$ cat config.mk
export PLATFORM = sky130hd
export DESIGN_NAME = lenc_top
export DESIGN_NICKNAME = d
export VERILOG_FILES = /design/src/rtl/lenc_pkg.sv /design/src/rtl/lenc_phase.sv /design/src/rtl/lenc_seq.sv /design/src/rtl/lenc_symbol.sv /design/src/rtl/lenc_top.sv
export SDC_FILE = /design/constraint.sdc
export NUM_CORES = 1
export LEC_CHECK = 0
export BUFFER_PORTS_ARGS = -buffer_cell sky130_fd_sc_hd__buf_2
export CAP_MARGIN = 10
export CORE_UTILIZATION = 35
export CTS_CLUSTER_DIAMETER = 120
export DETAILED_ROUTE_END_ITERATION = 10
export SKIP_CTS_REPAIR_TIMING = 1
export SLEW_MARGIN = 0
export SYNTH_ARGS = -nofsm -noshare
export SYNTH_HDL_FRONTEND = slang
export SYNTH_SLANG_ARGS = --single-unit
$ cat constraint.sdc
create_clock -name clk -period 6.3 [get_ports clk]
set_clock_uncertainty 0.2 [all_clocks]
set_input_delay 0.63 -clock clk [delete_from_list [all_inputs] [get_ports clk]]
set_output_delay 0.63 -clock clk [all_outputs]
set_load 0.05 [all_outputs]
$ cat src/rtl/lenc_pkg.sv
package lenc_pkg;

  typedef enum logic [2:0] {
    ENC_NRZ    = 3'd0,
    ENC_NRZI_M = 3'd1,
    ENC_NRZI_S = 3'd2,
    ENC_FM0    = 3'd3,
    ENC_FM1    = 3'd4,
    ENC_MAN    = 3'd5,
    ENC_DMAN   = 3'd6,
    ENC_RSVD   = 3'd7
  } enc_mode_e;

  // Lock-up pattern bit for a code; odd selects the alternate position.
  function automatic logic pre_pattern(enc_mode_e m, logic odd);
    logic r;
    case (m)
      ENC_NRZI_M, ENC_FM1: r = 1'b0;
      ENC_MAN:             r = ~odd;
      default:             r = 1'b1;
    endcase
    return r;
  endfunction

  // Two half-bit levels {first, second} for bit b starting from level lvl.
  function automatic logic [1:0] encode_halves(enc_mode_e m, logic b, logic lvl);
    logic f;
    logic [1:0] r;
    case (m)
      ENC_NRZI_M: begin f = lvl ^ b;      r = {f, f}; end
      ENC_NRZI_S: begin f = lvl ^ ~b;     r = {f, f}; end
      ENC_FM0:    begin f = ~lvl;         r = {f, b ? f : ~f}; end
      ENC_FM1:    begin f = ~lvl;         r = {f, b ? ~f : f}; end
      ENC_MAN:    begin f = b;            r = {f, ~f}; end
      ENC_DMAN:   begin f = b ? lvl : ~lvl; r = {f, ~f}; end
      default:    begin f = b;            r = {f, f}; end
    endcase
    return r;
  endfunction

endpackage

$ cat src/rtl/lenc_phase.sv
module lenc_phase (
  input  logic clk,
  input  logic rst_n,
  input  logic half_en,
  output logic slot_start,
  output logic slot_mid
);
  logic second_half;

  always_ff @(posedge clk) begin
    if (!rst_n)       second_half <= 1'b0;
    else if (half_en) second_half <= ~second_half;
  end

  assign slot_start = half_en & ~second_half;
  assign slot_mid   = half_en &  second_half;
endmodule

$ cat src/rtl/lenc_seq.sv
module lenc_seq
  import lenc_pkg::*;
#(
  parameter int PRE_MAX = 8,
  parameter int LEN_W   = $clog2(PRE_MAX + 1)
) (
  input  logic             clk,
  input  logic             rst_n,
  input  logic             slot_start,
  input  enc_mode_e        mode,
  input  logic             cfg_pre_en,
  input  logic [LEN_W-1:0] cfg_pre_len,
  input  logic             cfg_invert,
  input  logic             cfg_idle_high,
  input  logic             idle_bit,
  input  logic             s_valid,
  input  logic             s_data,
  input  logic             s_last,
  output logic             s_ready,
  output logic             accept,
  output logic             pre_active,
  output logic             force_idle,
  output logic             enc_bit,
  output logic             frame_open
);
  localparam logic [LEN_W-1:0] LEN_CAP = LEN_W'(PRE_MAX);

  logic [LEN_W-1:0] len_eff;
  logic [LEN_W-1:0] pre_left;
  logic             pre_odd;
  logic             pre_cont;
  logic             start_pre;
  logic             cur_odd;

  assign len_eff    = (cfg_pre_len > LEN_CAP) ? LEN_CAP : cfg_pre_len;
  assign pre_cont   = (pre_left != '0);
  assign start_pre  = slot_start & ~frame_open & ~pre_cont & s_valid
                    & cfg_pre_en & (len_eff != '0);
  assign pre_active = slot_start & (start_pre | pre_cont);
  assign s_ready    = slot_start & ~pre_active;
  assign accept     = s_ready & s_valid;
  assign force_idle = slot_start & ~pre_active & ~accept & cfg_idle_high;
  assign cur_odd    = start_pre ? 1'b0 : pre_odd;

  always_comb begin
    if (pre_active)  enc_bit = pre_pattern(mode, cur_odd);
    else if (accept) enc_bit = s_data ^ cfg_invert;
    else             enc_bit = idle_bit ^ cfg_invert;
  end

  always_ff @(posedge clk) begin
    if (!rst_n) begin
      pre_left   <= '0;
      pre_odd    <= 1'b0;
      frame_open <= 1'b0;
    end else begin
      if (start_pre) begin
        pre_left <= len_eff - LEN_W'(1);
        pre_odd  <= 1'b1;
      end else if (slot_start && pre_cont) begin
        pre_left <= pre_left - LEN_W'(1);
        pre_odd  <= ~pre_odd;
      end
      if (accept && s_last)         frame_open <= 1'b0;
      else if (start_pre || accept) frame_open <= 1'b1;
    end
  end
endmodule

$ cat src/rtl/lenc_symbol.sv
module lenc_symbol
  import lenc_pkg::*;
(
  input  logic      clk,
  input  logic      rst_n,
  input  logic      slot_start,
  input  logic      slot_mid,
  input  enc_mode_e mode,
  input  logic      enc_bit,
  input  logic      force_idle,
  output logic      line_q,
  output enc_mode_e cur_mode,
  output logic      cur_force
);
  logic [1:0] halves;
  logic       pend;

  assign halves = encode_halves(mode, enc_bit, line_q);

  always_ff @(posedge clk) begin
    if (!rst_n) begin
      line_q    <= 1'b1;
      pend      <= 1'b1;
      cur_mode  <= ENC_NRZ;
      cur_force <= 1'b1;
    end else if (slot_start) begin
      line_q    <= force_idle ? 1'b1 : halves[1];
      pend      <= force_idle ? 1'b1 : halves[0];
      cur_mode  <= mode;
      cur_force <= force_idle;
    end else if (slot_mid) begin
      line_q    <= pend;
    end
  end
endmodule

$ cat src/rtl/lenc_top.sv
module lenc_top
  import lenc_pkg::*;
#(
  parameter int PRE_MAX = 8,
  parameter int LEN_W   = $clog2(PRE_MAX + 1)
) (
  input  logic             clk,
  input  logic             rst_n,
  input  logic             half_en,
  input  logic [2:0]       cfg_mode,
  input  logic             cfg_pre_en,
  input  logic [LEN_W-1:0] cfg_pre_len,
  input  logic             cfg_invert,
  input  logic             cfg_idle_high,
  input  logic             idle_bit,
  input  logic             s_valid,
  input  logic             s_data,
  input  logic             s_last,
  output logic             s_ready,
  output logic             line_out
);
  enc_mode_e mode;
  logic      slot_start, slot_mid;
  logic      accept, pre_active, force_idle, enc_bit, frame_open;
  enc_mode_e cur_mode;
  logic      cur_force;

  assign mode = enc_mode_e'(cfg_mode);

  lenc_phase u_phase (
    .clk(clk), .rst_n(rst_n), .half_en(half_en),
    .slot_start(slot_start), .slot_mid(slot_mid)
  );

  lenc_seq #(.PRE_MAX(PRE_MAX), .LEN_W(LEN_W)) u_seq (
    .clk(clk), .rst_n(rst_n), .slot_start(slot_start), .mode(mode),
    .cfg_pre_en(cfg_pre_en), .cfg_pre_len(cfg_pre_len),
    .cfg_invert(cfg_invert), .cfg_idle_high(cfg_idle_high),
    .idle_bit(idle_bit), .s_valid(s_valid), .s_data(s_data),
    .s_last(s_last), .s_ready(s_ready), .accept(accept),
    .pre_active(pre_active), .force_idle(force_idle),
    .enc_bit(enc_bit), .frame_open(frame_open)
  );

  lenc_symbol u_sym (
    .clk(clk), .rst_n(rst_n), .slot_start(slot_start), .slot_mid(slot_mid),
    .mode(mode), .enc_bit(enc_bit), .force_idle(force_idle),
    .line_q(line_out), .cur_mode(cur_mode), .cur_force(cur_force)
  );
endmodule

After elaboration in Yosys (flattened, before gate mapping)
Index checks and enable logic that the tools add are counted. W data, S select, Z words.

Flip-flop bits (word level): 9. Latch bits: 0. Memory bits (writable): 0. Memory bits (read-only): 0. Output and inout port bits: 2. Word-level logic and storage cells: 68. Memories kept: 0.

$add $sub $neg: 2. Multipliers: 0. Divide/modulo/power cells: 0. Magnitude comparators: 1. Equal/unequal tests: 6. Shift-type cells: 0. Muxes and demuxes: 16. Bitwise operators: 28. Reductions and logical operators: 9.

Operators with widths (count): $and A1 B1 Y1 (12); $mux W4 (3); $pmux W2 S6 (1); $mux W1 (11); $not A1 Y1 (11); $eq A3 B3 Y1 const B (3); $reduce_bool A4 Y1 (2); $sub A4 B1 Y4 const B (2); $eq A3 B2 Y1 const B (2); $gt A4 B4 Y1 const B (1); $reduce_bool A2 Y1 (2); $reduce_or A2 Y1 (2); $xor A1 B1 Y1 (4); $eq A3 B1 Y1 const B (1); $logic_and A1 B1 Y1 (2); $pmux W1 S2 (1); $logic_or A1 B1 Y1 (1); $or A1 B1 Y1 (1).

Depth between registers and ports, before layout
Gate-level depths: netlist (run 1).

Word-level depth: 19. Mapped depth: 9.

Modules after synthesis
From an unflattened synthesis (run 1), not the netlist that was laid out.

Cell total of the unflattened synthesis: 104. Area total of the unflattened synthesis: 898.4 µm².

By module, submodules not included: lenc_seq (times used 1, cells each 57, area each 483.0 µm², sequential area each 120.1 µm²); lenc_symbol (times used 1, cells each 42, area each 360.3 µm², sequential area each 120.1 µm²); lenc_phase (times used 1, cells each 5, area each 55.1 µm², sequential area each 20.0 µm²).

Worst setup path before layout (run 1)
Ideal clock, no wire load.

Path kind: input-to-output. From: input cfg_pre_len[0]. To: output s_ready. Arrival time: 2032 ps. Data required time: 5470 ps. Slack: 3438 ps. Stages on the path: 4. Cells stage by stage: or4_4 > nand2_1 > nor2_1 > nor2_1.

Cells in the longest elaborated chain, start to end: 8.

RTL lines: from (decl) (RTL line lenc_top.sv:12) `input logic [LEN_W-1:0] cfg_pre_len,`; $gt A4 B4 Y1 (RTL line lenc_seq.sv:35) `assign len_eff = (cfg_pre_len > LEN_CAP) ? LEN_CAP : cfg_pre_len;`; $mux W4 * (RTL line lenc_seq.sv:35); $reduce_bool A4 Y1 * (RTL line lenc_seq.sv:38) `& cfg_pre_en & (len_eff != '0);`; $and A1 B1 Y1 * (RTL line lenc_seq.sv:38); $or A1 B1 Y1 * (RTL line lenc_seq.sv:39) `assign pre_active = slot_start & (start_pre | pre_cont);`; $and A1 B1 Y1 * (RTL line lenc_seq.sv:39); $not A1 Y1 * (RTL line lenc_seq.sv:40) `assign s_ready = slot_start & ~pre_active;`; $and A1 B1 Y1 * (RTL line lenc_seq.sv:40); to (decl) (RTL line lenc_top.sv:19) `output logic s_ready,`.

Every way passes the cells marked *; elsewhere a longest branch is shown, timed or not.

Worst setup path in the final report (run 1)
Same ends and word-level chain as after synthesis.

==> run_summary.xml, run 1 <==
<?xml version="1.0" encoding="UTF-8"?>
<metrics>
  <group name="finish">
    <metric name="syn2layout_area_growth" unit="%">16.17</metric>
    <metric name="postLayoutCellArea" unit="µm²">979.7</metric>
    <metric name="seqCellArea" unit="µm²">180.2</metric>
    <metric name="fillCellCount" unit="">223</metric>
    <metric name="antennaDiodeCount" unit="">0</metric>
    <metric name="drive_above_1_share" unit="">0.2403</metric>
    <metric name="area_taken_by_multi_input_logic_gates" unit="µm²">633.1</metric>
    <metric name="design.final.nets" unit="">148</metric>
  </group>
  <group name="worst_setup_path">
    <metric name="cp_slowest_cell" unit="">sky130_fd_sc_hd__or4_4</metric>
    <metric name="criticalPathCategory" unit="">in -&gt; out</metric>
    <metric name="ff_to_ff_start" unit="">u_phase.second_half</metric>
    <metric name="timing.critical_path.slowest_cell_delay" unit="ns">0.56</metric>
    <metric name="arrival" unit="ns">1.88</metric>
    <metric name="setup.worst_path.start" unit="">cfg_pre_len[0]</metric>
    <metric name="regToRegSetupSlack" unit="ns">3.88</metric>
    <metric name="critical_path.endpoint_type" unit="">primary output</metric>
    <metric name="timing.critical_path.from_type" unit="">input pin</metric>
    <metric name="critPathRequiredTime" unit="ns">5.47</metric>
    <metric name="critPathMaxFanout" unit="">5</metric>
    <metric name="crit_path_cell_trace" unit="">buf_2 -&gt; or4_4 -&gt; nand2_1 -&gt; nor2_1 -&gt; nor2_1 -&gt; buf_2</metric>
  </group>
  <group name="sta">
    <metric name="final_min_period_over_clock_period" unit="">0.4309</metric>
    <metric name="setup_ws" unit="ns">3.585</metric>
    <metric name="period_needed" unit="ns">2.715</metric>
    <metric name="timing.final.setup_violations" unit="">0</metric>
    <metric name="grt_setup_unrepaired" unit="">no</metric>
    <metric name="final-hold-violation-count" unit="">0</metric>
    <metric name="slew_headroom" unit="">0.5247</metric>
    <metric name="timing_worst_slew_pin_value" unit="ns">0.7070</metric>
    <metric name="finalMaxSlewViolations" unit="">0</metric>
    <metric name="fin_tns_setup" unit="ns">0</metric>
    <metric name="max_clock_freq" unit="GHz">0.3684</metric>
    <metric name="whs" unit="ns">0.2920</metric>
  </group>
  <group name="synth">
    <metric name="synth_edf_count" unit="">0</metric>
    <metric name="synth_mux_area_frac" unit="">0.03561</metric>
    <metric name="synthDominantAreaCellType" unit="">sky130_fd_sc_hd__dfxtp_1</metric>
    <metric name="netlist_instances" unit="">111</metric>
    <metric name="syn_nets" unit="">129</metric>
    <metric name="post_synth_xor_area_fraction" unit="">0.01039</metric>
    <metric name="syn_area" unit="µm²">843.3</metric>
    <metric name="ys_async_sr_fraction" unit="">0</metric>
    <metric name="synth_sequential_area_ratio" unit="">0.2136</metric>
    <metric name="yosysWarningCount" unit="">0</metric>
    <metric name="synth.most_common_cell" unit="">sky130_fd_sc_hd__nand2_1</metric>
    <metric name="syn-mean-instance-area" unit="µm²">7.597</metric>
    <metric name="postSynthRegisterBits" unit="">9</metric>
    <metric name="combinational_family_with_the_most_area_after_synthesis" unit="">compound AO/OA/AOI/OAI gates</metric>
    <metric name="synth_area_leaders" unit="">sky130_fd_sc_hd__dfxtp_1, sky130_fd_sc_hd__nand2_1, sky130_fd_sc_hd__a21oi_1, sky130_fd_sc_hd__nor2_1, sky130_fd_sc_hd__nand2b_1</metric>
    <metric name="synth.top_cell.area_share" unit="">0.2136</metric>
    <metric name="yosys.area_share.simple" unit="">0.3427</metric>
    <metric name="synthAdderAreaFrac" unit="">0.01484</metric>
    <metric name="synth_top_flop_cell" unit="">sky130_fd_sc_hd__dfxtp_1</metric>
    <metric name="synth.cells.most_frequent" unit="">sky130_fd_sc_hd__nand2_1, sky130_fd_sc_hd__nor2_1, sky130_fd_sc_hd__a21oi_1, sky130_fd_sc_hd__dfxtp_1, sky130_fd_sc_hd__nand2b_1</metric>
    <metric name="synthDistinctLibCells" unit="">42</metric>
    <metric name="fraction_of_the_mapped_netlist_area_in_compound_gates" unit="">0.3472</metric>
  </group>
  <group name="run">
    <metric name="timing.max_cap.violations" unit="">0</metric>
  </group>
  <group name="grt">
    <metric name="initial_antenna_violation_count" unit="">0</metric>
    <metric name="wire_length_of_the_first_global_routing_pass" unit="µm">3512</metric>
    <metric name="grt_max_degree" unit="">11</metric>
    <metric name="grt_pass1_vias" unit="">837</metric>
    <metric name="grt_resource_usage_total" unit="">0.1829</metric>
    <metric name="overflow" unit="">0</metric>
  </group>
  <group name="floorplanning">
    <metric name="core.rowCount" unit="">17</metric>
    <metric name="start_util" unit="">0.3776</metric>
    <metric name="core-area" unit="µm²">2233</metric>
    <metric name="area_enclosed_by_the_die_boundary" unit="µm²">2610</metric>
    <metric name="floorplan.die.width" unit="µm">51.09</metric>
    <metric name="io_pins" unit="">19</metric>
    <metric name="die-height" unit="µm">51.09</metric>
  </group>
  <group name="pwr">
    <metric name="vdd_drop_max" unit="mV">0.1015</metric>
    <metric name="power_density" unit="nW/µm²">207.8</metric>
    <metric name="leakage" unit="µW">0.0003823</metric>
  </group>
  <group name="clock_tree">
    <metric name="tritoncts" unit="">built</metric>
    <metric name="clock_tree_root_buffer_cell" unit="">sky130_fd_sc_hd__clkbuf_4</metric>
    <metric name="cts-htree-levels" unit="">1</metric>
    <metric name="tritoncts.num_buffers" unit="">3</metric>
    <metric name="clk_transition_reported_paths" unit="ns">0.06</metric>
    <metric name="clk_path_buf_depth" unit="">2</metric>
    <metric name="clk-insertion-delay-late" unit="ns">0.27</metric>
    <metric name="tritoncts_num_sinks" unit="">9</metric>
  </group>
  <group name="min_path">
    <metric name="holdCritStartpoint" unit="">u_seq.pre_odd</metric>
    <metric name="holdCritPathClass" unit="">reg -&gt; reg</metric>
  </group>
  <group name="status">
    <metric name="run_status" unit="">completed</metric>
  </group>
  <group name="detailed_routing">
    <metric name="drcViolationCount" unit="">0</metric>
    <metric name="totalWireLength" unit="µm">2090</metric>
    <metric name="routedWlPerCell" unit="µm">13.31</metric>
    <metric name="detailroute.via_count" unit="">879</metric>
    <metric name="route.antenna.remaining_nets" unit="">0</metric>
    <metric name="detailedRoute.firstPassIterationCount" unit="">6</metric>
    <metric name="dr.first_iter.drc_count" unit="">24</metric>
    <metric name="drt-vias-per-instance" unit="">5.599</metric>
  </group>
  <group name="placed_design">
    <metric name="dpl-instance-area" unit="µm²">953.4</metric>
    <metric name="dp_slack" unit="ns">3.510</metric>
    <metric name="portBuffers" unit="">18</metric>
    <metric name="gp_routability_congestion" unit="">0.8109</metric>
    <metric name="dpl.hpwl" unit="µm">1637</metric>
  </group>
</metrics>
-- power breakdown --
part           internal (µW)  switching [µW]  total, µW  leakage, µW
clock                   24.5            21.7       46.2    0.0000150
combinational           34.9            51.8       86.7     0.000293
sequential              63.5            7.24       70.7    0.0000740
total                    123            80.7        204     0.000382
-- cells in the final DEF, fill, tap and decap left out, drive strengths merged, types with 2 or more instances in the layout --
cell / instances
a21oi: 9
a311oi: 2
nor2b: 5
nor4: 3
nand2b: 7
clkbuf: 4
mux2i: 3
o21a: 2
o211ai: 2
nand2: 14
a21o: 2
a31oi: 4
inv: 4
nor3: 3
buf: 18
or4: 2
nor2: 12
a2111oi: 2
o21ai: 4
dfxtp: 9
-- path summary, 6_finish.rpt --
kind	cells after the start	endpoint
worst max-delay path	6	s_ready
worst min-delay path	1	u_seq.pre_odd
worst max register to register	5	u_sym.pend
worst min register to register	1	u_seq.pre_odd
-- sequential cells by signal, indices dropped and copies added, names as in the netlist --
signal               cells
u_sym.line_q             1
u_seq.pre_odd            1
u_sym.pend               1
u_seq.frame_open         1
u_seq.pre_left           4
u_phase.second_half      1
-- layer usage --
metal | GRT usage | share of wire | up-vias
li1 | - | - | 450
met1 | 0.2154 | 0.47 | 397
met2 | 0.3092 | 0.47 | 28
met3 | 0.05357 | 0.048 | 4
met4 | 0.06944 | 0.013 | 0
met5 | 0 | 0 | -
-- worst max-delay path: cells and delay by family --
kind | cells | cell delay, ns
buffers and inverters | 2 | 0.38
AND/OR/NAND/NOR | 4 | 0.88
-- through the flow --
step	total power, µW	cells	util
3_5_place_dp	158.3	153	0.4269
2_1_floorplan	137.7	111	-
6_report	203.6	157	0.4387
5_1_grt	219.1	157	0.4387
4_1_cts	204.7	157	0.4387
3_3_place_gp	156.6	153	0.4269
-- layout make-up --
cell class | instances | area share
inverter | 4 | 0.01533
clock buffer | 4 | 0.02682
sequential | 9 | 0.1839
tap | 28 | 0.03576
timing repair buffer | 18 | 0.09195
multi-input combinational | 94 | 0.6462
-- cell families (layout without fill, tap and decap cells) --
kind of cell	Yosys count	after routing
AO/OA/AOI/OAI	36	36
XOR/XNOR	1	1
adder cells (fa/ha/maj)	1	1
buffers and inverters	8	26
flip-flops	9	9
multiplexers	3	3
AND/OR/NAND/NOR	53	53
Note: power is estimated with default switching activity, not from simulation.
==> run 2: changes to the inputs <==
==> constraint.sdc (replaced) <==
create_clock -name clk -period 2.7 [get_ports clk]
set_clock_uncertainty 0.2 [all_clocks]
set_input_delay 0.27 -clock clk [delete_from_list [all_inputs] [get_ports clk]]
set_output_delay 0.27 -clock clk [all_outputs]
set_load 0.05 [all_outputs]
==> run_summary.xml, run 2 (same netlist as run 1, synthesis figures left out) <==
<?xml version="1.0" encoding="UTF-8"?>
<metrics>
  <group name="grt">
    <metric name="initial_antenna_violation_count" unit="">0</metric>
    <metric name="wire_length_of_the_first_global_routing_pass" unit="µm">3567</metric>
    <metric name="grt_resource_usage_total" unit="">0.1800</metric>
    <metric name="overflow" unit="">0</metric>
    <metric name="grt_pass1_vias" unit="">830</metric>
    <metric name="grt_max_degree" unit="">11</metric>
  </group>
  <group name="sta">
    <metric name="slew_headroom" unit="">0.5280</metric>
    <metric name="period_needed" unit="ns">2.354</metric>
    <metric name="timing.final.setup_violations" unit="">0</metric>
    <metric name="setup_ws" unit="ns">0.3458</metric>
    <metric name="fin_tns_setup" unit="ns">0</metric>
    <metric name="max_clock_freq" unit="GHz">0.4248</metric>
    <metric name="timing_worst_slew_pin_value" unit="ns">0.7022</metric>
    <metric name="grt_setup_unrepaired" unit="">no</metric>
    <metric name="final_min_period_over_clock_period" unit="">0.8719</metric>
    <metric name="finalMaxSlewViolations" unit="">0</metric>
    <metric name="final-hold-violation-count" unit="">0</metric>
  </group>
  <group name="min_path">
    <metric name="min_path_cells" unit="">2</metric>
    <metric name="holdCritStartpoint" unit="">rst_n</metric>
    <metric name="endpoint_of_the_worst_hold_timing_path" unit="">u_sym.line_q</metric>
    <metric name="holdCritPathClass" unit="">in -&gt; reg</metric>
  </group>
  <group name="worst_setup_path">
    <metric name="crit_path_cell_trace" unit="">or4_4 -&gt; a2111oi_4 -&gt; o21ai_2 -&gt; a31oi_4 -&gt; mux2i_1 -&gt; o311ai_2</metric>
    <metric name="arrival" unit="ns">2.29</metric>
    <metric name="timing.critical_path.max_delay_family" unit="">compound AO/OA/AOI/OAI gates</metric>
    <metric name="critPathMaxFanout" unit="">4</metric>
    <metric name="r2r_end" unit="">u_sym.line_q</metric>
    <metric name="timing.critical_path.slowest_cell_delay" unit="ns">0.58</metric>
    <metric name="worstRegToRegCells" unit="">6</metric>
    <metric name="number_of_buffer_and_inverter_instances_along_the_worst_setup_path" unit="">0</metric>
    <metric name="regToRegSetupSlack" unit="ns">0.35</metric>
    <metric name="ff_to_ff_start" unit="">u_seq.pre_left[0]</metric>
    <metric name="critical_path.endpoint_type" unit="">register</metric>
    <metric name="timing.critical_path.from_type" unit="">register</metric>
    <metric name="criticalPathCategory" unit="">reg -&gt; reg</metric>
    <metric name="cp_slowest_cell" unit="">sky130_fd_sc_hd__or4_4</metric>
    <metric name="critPathRequiredTime" unit="ns">2.63</metric>
  </group>
  <group name="finish">
    <metric name="leading_cell_types_in_the_layout_fill_and_taps_excluded" unit="">sky130_fd_sc_hd__buf_2, sky130_fd_sc_hd__nand2_1, sky130_fd_sc_hd__nor2_1</metric>
    <metric name="largest_register" unit="">u_seq.pre_left</metric>
    <metric name="final_core_util" unit="">0.4566</metric>
    <metric name="layout_commonest_cell" unit="">sky130_fd_sc_hd__buf_2</metric>
    <metric name="syn2layout_area_growth" unit="%">20.92</metric>
    <metric name="antennaDiodeCount" unit="">0</metric>
    <metric name="largest_reg_flops" unit="">4</metric>
    <metric name="fillCellCount" unit="">236</metric>
    <metric name="drive_above_1_share" unit="">0.2612</metric>
    <metric name="design.final.nets" unit="">153</metric>
  </group>
  <group name="detailed_routing">
    <metric name="route.met3.wl" unit="µm">89</metric>
    <metric name="top_layer" unit="">met4</metric>
    <metric name="routed-wl-met2" unit="µm">936</metric>
    <metric name="detailedRoute.firstPassIterationCount" unit="">4</metric>
    <metric name="drcViolationCount" unit="">0</metric>
    <metric name="routedWlPerCell" unit="µm">12.86</metric>
    <metric name="dr.first_iter.drc_count" unit="">32</metric>
    <metric name="drt-vias-per-instance" unit="">5.611</metric>
    <metric name="detailroute.via_count" unit="">909</metric>
    <metric name="route.antenna.remaining_nets" unit="">0</metric>
    <metric name="route.layer.met1.wl" unit="µm">1041</metric>
    <metric name="totalWireLength" unit="µm">2083</metric>
  </group>
  <group name="pwr">
    <metric name="switching_share_of_power" unit="">0.3921</metric>
    <metric name="internal_power" unit="µW">296.4</metric>
    <metric name="vdd_drop_max" unit="mV">0.2795</metric>
    <metric name="share_comb_of_total_power" unit="">0.441</metric>
    <metric name="sequentialPowerShare" unit="">0.337</metric>
    <metric name="power_density" unit="nW/µm²">478.2</metric>
    <metric name="p_clk_frac" unit="">0.222</metric>
    <metric name="leakage" unit="µW">0.0004058</metric>
    <metric name="switching_power" unit="µW">191.2</metric>
  </group>
  <group name="placed_design">
    <metric name="portBuffers" unit="">18</metric>
    <metric name="dp_slack" unit="ns">0.2913</metric>
    <metric name="gp_routability_congestion" unit="">0.8441</metric>
    <metric name="dpl.hpwl" unit="µm">1678</metric>
  </group>
  <group name="floorplanning">
    <metric name="io_pins" unit="">19</metric>
    <metric name="core.rowCount" unit="">17</metric>
    <metric name="floorplan.die.width" unit="µm">51.09</metric>
    <metric name="die-height" unit="µm">51.09</metric>
    <metric name="core-area" unit="µm²">2233</metric>
    <metric name="area_enclosed_by_the_die_boundary" unit="µm²">2610</metric>
    <metric name="start_util" unit="">0.3776</metric>
  </group>
  <group name="status">
    <metric name="run_status" unit="">completed</metric>
  </group>
  <group name="clock_tree">
    <metric name="tritoncts" unit="">built</metric>
    <metric name="clock_tree_root_buffer_cell" unit="">sky130_fd_sc_hd__clkbuf_4</metric>
    <metric name="clk_path_buf_depth" unit="">2</metric>
    <metric name="clk_transition_reported_paths" unit="ns">0.07</metric>
    <metric name="cts-htree-levels" unit="">1</metric>
    <metric name="tritoncts.num_buffers" unit="">3</metric>
    <metric name="clk-insertion-delay-late" unit="ns">0.26</metric>
    <metric name="tritoncts_num_sinks" unit="">9</metric>
  </group>
  <group name="run">
    <metric name="timing.max_cap.violations" unit="">0</metric>
  </group>
</metrics>
-- run 2: cell count changes in the layout (fill, tap and decap cells not counted) --
cell | previous run | this run
sky130_fd_sc_hd__buf_4 | 0 | 4
sky130_fd_sc_hd__dlygate4sd3_1 | 0 | 1
-- run 2: how the worst max path moves through the flow --
| stage | cells after the start | from | slack [ns] | to |
|---|---|---|---|---|
| final | 6 | u_seq.pre_left[0] | 0.35 | u_sym.line_q |
| after global routing | 6 | u_seq.frame_open | 0.06 | u_sym.pend |
| after CTS | 6 | u_seq.pre_left[0] | 0.34 | u_sym.line_q |
| after detailed placement | 7 | cfg_pre_len[0] | 0.29 | u_sym.line_q |
| after global placement | 7 | cfg_pre_len[0] | 0.29 | u_sym.line_q |
| after floorplan | 6 | u_seq.pre_left[0] | 0.49 | u_sym.line_q |
-- run 2: layout make-up --
type                    count  area, µm²  share of cell area
clock buffers               4      26.28             0.02577
flip-flops and latches      9      180.2              0.1767
inverters                   4      15.01             0.01472
multi-input cells          94      633.1              0.6209
repair buffers             23      130.1              0.1276
well taps                  28      35.03             0.03436
-- run 2: worst register-to-register path: cells and delay by family, from the launching register on --
family,cells,cell delay (ns)
AO/OA/AOI/OAI,4,0.85
AND/OR/NAND/NOR,1,0.58
flip-flops,1,0.34
multiplexers,1,0.24
-- run 2: metal layers --
metal	vias to the layer above	global-route usage
met5	-	0
met1	422	0.2335
met3	2	0.03571
met2	22	0.3026
met4	0	0.04167
li1	463	-
-- run 2: power groups by stage --
stage	Clock, µW	Combinational [µW]	Sequential [µW]
2_1_floorplan	0	153	168
5_1_grt	119	240	167
4_1_cts	110	214	164
3_5_place_dp	0	213	167
6_report	108	215	165
3_3_place_gp	0	211	167
-- run 2: stage by stage --
stage	area (µm²)	hold slack (ns)	instances	power (µW)
6_report	1020	0.04015	162	487.6
5_1_grt	1020	0.03778	162	525.7
4_1_cts	1010	-0.02719	161	488.1
3_5_place_dp	983.4	0.2509	157	380.6
3_3_place_gp	983.4	0.2452	157	378.1
2_1_floorplan	843.3	0.1434	111	321.2
